$ cat src/rtl/posit_enc_pkg.sv
`timescale 1ns/1ps
package posit_enc_pkg;
  // Saturation class of a finite input after the range test.
  typedef enum logic [1:0] {
    SAT_NONE = 2'd0,
    SAT_HI   = 2'd1,
    SAT_LO   = 2'd2
  } sat_e;
endpackage

$ cat src/rtl/posit_scale_clip.sv
`timescale 1ns/1ps
module posit_scale_clip
  import posit_enc_pkg::*;
#(
  parameter int N  = 8,
  parameter int ES = 1,
  parameter int SW = 8
) (
  input  logic signed [SW-1:0]           scale_i,
  output sat_e                           sat_o,
  output logic signed [SW-1:0]           k_o,
  output logic [((ES > 0) ? ES : 1)-1:0] e_o
);
  localparam int EW   = (ES > 0) ? ES : 1;
  localparam int MAXS = (N - 2) * (1 << ES);
  localparam int MINS = -MAXS;

  always_comb begin
    k_o = scale_i >>> ES;          // floor(scale / 2^ES)
    e_o = '0;
    if (ES > 0) e_o = scale_i[EW-1:0];
    if (int'(scale_i) >= MAXS)     sat_o = SAT_HI;
    else if (int'(scale_i) < MINS) sat_o = SAT_LO;
    else                           sat_o = SAT_NONE;
  end
endmodule

$ cat src/rtl/posit_regime_shift.sv
`timescale 1ns/1ps
module posit_regime_shift #(
  parameter int N  = 8,
  parameter int ES = 1,
  parameter int FW = 8,
  parameter int SW = 8
) (
  input  logic signed [SW-1:0]           k_i,
  input  logic [((ES > 0) ? ES : 1)-1:0] e_i,
  input  logic [FW-1:0]                  frac_i,
  output logic [N-2:0]                   body_o,
  output logic                           guard_o,
  output logic                           sticky_o
);
  localparam int EW  = (ES > 0) ? ES : 1;
  localparam int TW  = ES + FW;
  localparam int PAD = 2 * N;
  localparam int WW  = 2 + TW + PAD;
  localparam int SAW = $clog2(WW);

  logic [TW-1:0]        tail;
  logic [WW-1:0]        pos_seed, neg_seed, pos_sh, neg_sh, pick;
  logic [SAW-1:0]       pos_amt, neg_amt;
  logic signed [SW-1:0] k_inv;

  generate
    if (ES > 0) begin : g_exp
      assign tail = {e_i[EW-1:0], frac_i};
    end else begin : g_noexp
      logic unused_e;
      assign unused_e = e_i[0];
      assign tail     = frac_i;
    end
  endgenerate

  // Seeds carry the first regime bits so each shift is k or ~k, no adder.
  assign pos_seed = {2'b10, tail, {PAD{1'b0}}};
  assign neg_seed = {2'b01, tail, {PAD{1'b0}}};
  assign k_inv    = ~k_i;
  assign pos_amt  = k_i[SAW-1:0];
  assign neg_amt  = k_inv[SAW-1:0];

  always_comb begin
    pos_sh   = $signed(pos_seed) >>> pos_amt;   // ones fill: k+1 ones
    neg_sh   = neg_seed >> neg_amt;             // zeros fill: -k zeros
    pick     = k_i[SW-1] ? neg_sh : pos_sh;
    body_o   = pick[WW-1 -: N-1];
    guard_o  = pick[WW-N];
    sticky_o = |pick[WW-N-1:0];
  end
endmodule

$ cat src/rtl/posit_round_pack.sv
`timescale 1ns/1ps
module posit_round_pack
  import posit_enc_pkg::*;
#(
  parameter int N = 8
) (
  input  logic         sign_i,
  input  logic         zero_i,
  input  logic         inf_i,
  input  sat_e         sat_i,
  input  logic [N-2:0] body_i,
  input  logic         guard_i,
  input  logic         sticky_i,
  output logic [N-1:0] word_o
);
  localparam logic [N-2:0] MAG_MIN = {{(N-2){1'b0}}, 1'b1};
  localparam logic [N-2:0] MAG_MAX = '1;

  logic         up;
  logic [N-2:0] mag;
  logic [N-1:0] pos_word;

  always_comb begin
    up  = guard_i & (sticky_i | body_i[0]);
    mag = body_i;
    if (up && (body_i != MAG_MAX)) mag = body_i + 1'b1;
    if (mag == '0) mag = MAG_MIN;
    case (sat_i)
      SAT_HI:  mag = MAG_MAX;
      SAT_LO:  mag = MAG_MIN;
      default: ;
    endcase
    pos_word = {1'b0, mag};
    word_o   = sign_i ? (~pos_word + 1'b1) : pos_word;
    if (inf_i)       word_o = {1'b1, {(N-1){1'b0}}};
    else if (zero_i) word_o = '0;
  end
endmodule

$ cat src/rtl/posit_encoder.sv
`timescale 1ns/1ps
module posit_encoder
  import posit_enc_pkg::*;
#(
  parameter int N       = 8,
  parameter int ES      = 1,
  parameter int FW      = 8,
  parameter int SW      = 8,
  parameter bit OUT_REG = 1'b1
) (
  input  logic          clk,
  input  logic          rst_n,
  input  logic          in_valid,
  input  logic          in_sign,
  input  logic [SW-1:0] in_scale,
  input  logic [FW-1:0] in_frac,
  input  logic          in_zero,
  input  logic          in_inf,
  output logic          out_valid,
  output logic [N-1:0]  out_posit
);
  localparam int EW = (ES > 0) ? ES : 1;

  sat_e                 sat;
  logic signed [SW-1:0] k;
  logic [EW-1:0]        e;
  logic [N-2:0]         body;
  logic                 guard, sticky;
  logic [N-1:0]         word;

  posit_scale_clip #(.N(N), .ES(ES), .SW(SW)) clip_i (
    .scale_i (in_scale),
    .sat_o   (sat),
    .k_o     (k),
    .e_o     (e)
  );

  posit_regime_shift #(.N(N), .ES(ES), .FW(FW), .SW(SW)) shift_i (
    .k_i      (k),
    .e_i      (e),
    .frac_i   (in_frac),
    .body_o   (body),
    .guard_o  (guard),
    .sticky_o (sticky)
  );

  posit_round_pack #(.N(N)) pack_i (
    .sign_i   (in_sign),
    .zero_i   (in_zero),
    .inf_i    (in_inf),
    .sat_i    (sat),
    .body_i   (body),
    .guard_i  (guard),
    .sticky_i (sticky),
    .word_o   (word)
  );

  generate
    if (OUT_REG) begin : g_reg
      logic         vld_d, vld_q;
      logic [N-1:0] pos_d, pos_q;

      always_comb begin
        vld_d = in_valid;
        pos_d = pos_q;
        if (in_valid) pos_d = word;   // clock enable
      end

      always_ff @(posedge clk or negedge rst_n) begin
        if (!rst_n) begin
          vld_q <= 1'b0;
          pos_q <= '0;
        end else begin
          vld_q <= vld_d;
          pos_q <= pos_d;
        end
      end

      assign out_valid = vld_q;
      assign out_posit = pos_q;
    end else begin : g_comb
      logic unused_clk;
      assign unused_clk = clk ^ rst_n;
      assign out_valid  = in_valid;
      assign out_posit  = word;
    end
  endgenerate
endmodule

$ cat config.mk
export PLATFORM = sky130hd
export DESIGN_NAME = posit_encoder
export DESIGN_NICKNAME = d
export VERILOG_FILES = /design/src/rtl/posit_enc_pkg.sv /design/src/rtl/posit_scale_clip.sv /design/src/rtl/posit_regime_shift.sv /design/src/rtl/posit_round_pack.sv /design/src/rtl/posit_encoder.sv
export SDC_FILE = /design/constraint.sdc
export NUM_CORES = 1
export LEC_CHECK = 0
export BUFFER_PORTS_ARGS = -buffer_cell sky130_fd_sc_hd__buf_4
export CORE_ASPECT_RATIO = 1.5
export CORE_MARGIN = 8
export CORE_UTILIZATION = 35
export CTS_BUF_LIST = sky130_fd_sc_hd__clkbuf_8
export DETAILED_ROUTE_END_ITERATION = 6
export PLACE_DENSITY = 0.65
export SETUP_SLACK_MARGIN = 0.05
export SYNTH_ARGS = -nofsm -noshare
export SYNTH_HDL_FRONTEND = slang
export SYNTH_SLANG_ARGS = --single-unit
$ cat constraint.sdc
create_clock -name clk -period 1.2 [get_ports clk]
set_clock_uncertainty 0.2 [all_clocks]
set_input_delay 0.18 -clock clk [delete_from_list [all_inputs] [get_ports clk]]
set_output_delay 0.18 -clock clk [all_outputs]
set_load 0.01 [all_outputs]
==> key figures <==
Synthesis
  – Leading area contributor after synthesis: dfrtp_1
  – Number of synthesized flops with an enable pin: 0
  – Synthesized cell area: 2530 um2
  – Post-synthesis register bit count: 9
  – Avg Cell Area, Syn: 7.46 um2
  – Synth cell types: 89
  – Synth top area share: 0.0891
  – Synth top area cells: dfrtp_1 (8.9%), nor2_1 (5.0%), mux2i_1 (4.0%), nand2_1 (3.9%), a21oi_1 (3.6%)
  – Post-synthesis sequential area ratio: 0.0891
  – Main flop type after synthesis: dfrtp_1
  – Yosys warns: 0
  – Mapped Nets: 363
  – Syn Inst Count: 339
  – Async SR Flop Fraction: 1.00

Global route
  – Initial antenna violation count: 0
  – Largest net degree at the start of global routing: 19
  – Congestion Overflow GR: 0
  – Busiest grt layer: met2
  – First-pass GRT wire length: 17800 um
  – GRT met2 Usage: 0.392
  – Met1 Usage GRT: 0.206
  – Tot GR Track Use: 0.212
  – Vias in the first global route: 3742
  – Global routing usage on met3: 0.0274

STA
  – Relative slew slack: 0.585
  – Final setup violation count: 7
  – Setup ws final: -2600 ps
  – Final hold vios: 0
  – Count of pins over their slew limit: 0
  – Tcrit/Tclk final: 3.16
  – Minimum clock period: 3800 ps
  – Setup TNS Final: -15680 ps
  – RSZ-0062 raised after global routing: yes
  – Slew @ Worst Pin: 617 ps
  – Hold Slack: 34.5 ps
  – Max Freq: 263 MHz

Hold path
  – HP Class: input pin to register

Cells and area
  – Antenna Cells: 0
  – Area growth syn-to-layout: 80.7%
  – Fin nets: 524
  – Layout cells sized above 1: 0.571
  – Fillers: 550
  – Design area: 4570 um2

Clock tree
  – Clock Tree Buf Depth: 2
  – CTS tree: done
  – CTS root buf: clkbuf_8
  – TritonCTS Buffers: 3
  – Clk sinks: 9
  – H-tree depth: 1
  – Clock slew seen by the registers of the worst setup and hold paths: 50 ps
  – Worst skew pair latency: 230 ps

Worst setup path
  – Data required time of the worst path: 1120 ps
  – Startpoint types: input pin
  – Reg-to-reg slack, setup: 80 ps
  – Critical path arrival: 3720 ps
  – Worst Setup End Kind: register
  – CP max FO: 4
  – Setup CP Type: input pin to register

Pwr
  – Static Leakage: 1.95 nW
  – VDD IR-drop max: 830 uV
  – PD cells: 584 nW/um2
  – Pwr Total: 0.00267 W

Floorplanning
  – Row cnt: 38
  – Die Y: 120 um
  – Core area: 7130 um2
  – Initial Util: 0.354
  – IO Count: 31
  – Die ar.: 10300 um2
  – Die X: 85.4 um

Place
  – I/O Buffers: 30
  – Pre-CTS setup slack: -2980 ps
  – Post-Place Cell Area: 3660 um2
  – Final GP Congestion: 0.919
  – Detailed placement HPWL: 7820 um

Routing
  – Pre-Repair DR Iteration Count: 5
  – Remaining DRCs: 0
  – Drt wl/cell: 20.3 um
  – Via count: 3604
  – Final wirelength: 11800 um
  – Vias/cell: 6.22
  – DR iter-0 viols: 340
  – ANT nets after route: 0

Job
  – Max Cap Violations: 0

Outcome
  – Run status: complete, but fails checks
  – Failing checks: setup timing
==> power by group <==
group          switching (W)  internal, W  total (W)
clock               0.000122     0.000223   0.000345
combinational       0.000970      0.00101    0.00198
sequential         0.0000187     0.000330   0.000349
==> state kept, by name, summed over array words and instances, names as in the netlist <==
register	flops
out_posit	8
out_valid	1
==> timing repair <==
| item | in CTS | in global routing |
|---|---|---|
| cloned | 1 | 0 |
| hold buffers | 2 | 0 |
| endpoints found under the setup margin | 8 | 14 |
| gates resized for setup | 74 | 42 |
| endpoints found under the hold margin | 10 | 0 |
| setup buffers | 20 | 16 |
| pin swaps | 34 | 13 |
==> area by class of cell <==
class | count | area, um2 | share of cell area
clock buffer | 3 | 41.3 | 0.00904
clock inverter | 1 | 3.75 | 0.000822
tap | 80 | 100 | 0.0219
inverter | 11 | 53.8 | 0.0118
sequential | 9 | 225 | 0.0493
timing repair buffer | 186 | 1590 | 0.348
multi-input combinational | 289 | 2550 | 0.559
==> cells by family (layout without fill, tap and decap cells) <==
kind of cell,count (synthesis),in the layout,synth area share
AND/OR/NAND/NOR,141,141,0.309
AO/OA/AOI/OAI,119,119,0.372
buffers and inverters,41,201,0.0896
multiplexers,20,20,0.106
flip-flops,9,9,0.0891
XOR/XNOR,7,7,0.0243
adder cells (fa/ha/maj),2,2,0.00990
==> cell usage after synthesis, types with 5 or more instances <==
cell type and count:
nor2_1 34, nand2_1 26, a21oi_1 18, o21ai_0 14
nand2b_1 11, nor3_1 11, buf_2 10, clkbuf_1 10
mux2i_1 10, dfrtp_1 9, o21ai_1 9, a31oi_1 8
nand3_1 8, nor2b_1 8, inv_1 7, nand4_1 7
o31ai_1 6, a21o_1 5, xnor2_1 5
==> path summary, 6_finish.rpt <==
check,cells past startpoint,startpoint,to
min in group asynchronous,2,rst_n,out_posit[4]
worst min register to register,1,out_posit[6],out_posit[6]
worst min-delay path,3,in_valid,out_posit[7]
worst max register to register,3,out_posit[5],out_posit[5]
worst max-delay path,19,in_scale[1],out_posit[6]
max in group asynchronous,2,rst_n,out_valid
==> worst max-delay path: stages <==
cell,delay (ps)
buf_12,80
mux4_2,520
nand2_1,80
a21o_1,110
o211a_1,190
inv_2,60
ha_4,170
o21ai_4,70
nor2_2,70
mux2_4,300
o22a_1,200
or4_4,540
nand3_4,120
a211oi_4,80
ha_4,200
or2b_4,220
nor4_2,40
mux2_4,270
a211o_1,220
==> per-layer routing <==
metal,share of wire,wire (um),vias up
met5,0,0,-
met4,0.070,828,0
met3,0.047,556,70
met2,0.53,6270,195
met1,0.35,4110,1718
li1,-,-,1621
==> cell usage in the layout (no fill, tap or decap), types with 4 or more instances in the layout <==
| cell type | netlist | routed |
|---|---|---|
| mux2i_1 | 10 | 7 |
| dfrtp_1 | 9 | 9 |
| o31ai_1 | 6 | 6 |
| nor3_1 | 11 | 9 |
| buf_6 | 4 | 19 |
| nand4_1 | 7 | 7 |
| xnor2_1 | 5 | 5 |
| a31oi_1 | 8 | 5 |
| mux2_4 | 2 | 4 |
| a21oi_1 | 18 | 14 |
| nor2_1 | 34 | 30 |
| inv_1 | 7 | 8 |
| buf_12 | 0 | 5 |
| nand3_1 | 8 | 6 |
| a21o_1 | 5 | 5 |
| nor2b_1 | 8 | 7 |
| a21oi_2 | 3 | 5 |
| nand2b_1 | 11 | 9 |
| o21ai_0 | 14 | 13 |
| buf_4 | 4 | 156 |
| nand2_1 | 26 | 23 |
| mux4_2 | 4 | 4 |
| o21ai_1 | 9 | 7 |
==> metrics by stage <==
stage	instances	utilization
after floorplan	339	-
after global placement	540	0.513
final	579	0.640
after CTS	567	0.598
after detailed placement	540	0.513
after global routing	579	0.640
(Power assumes the default switching activity.)
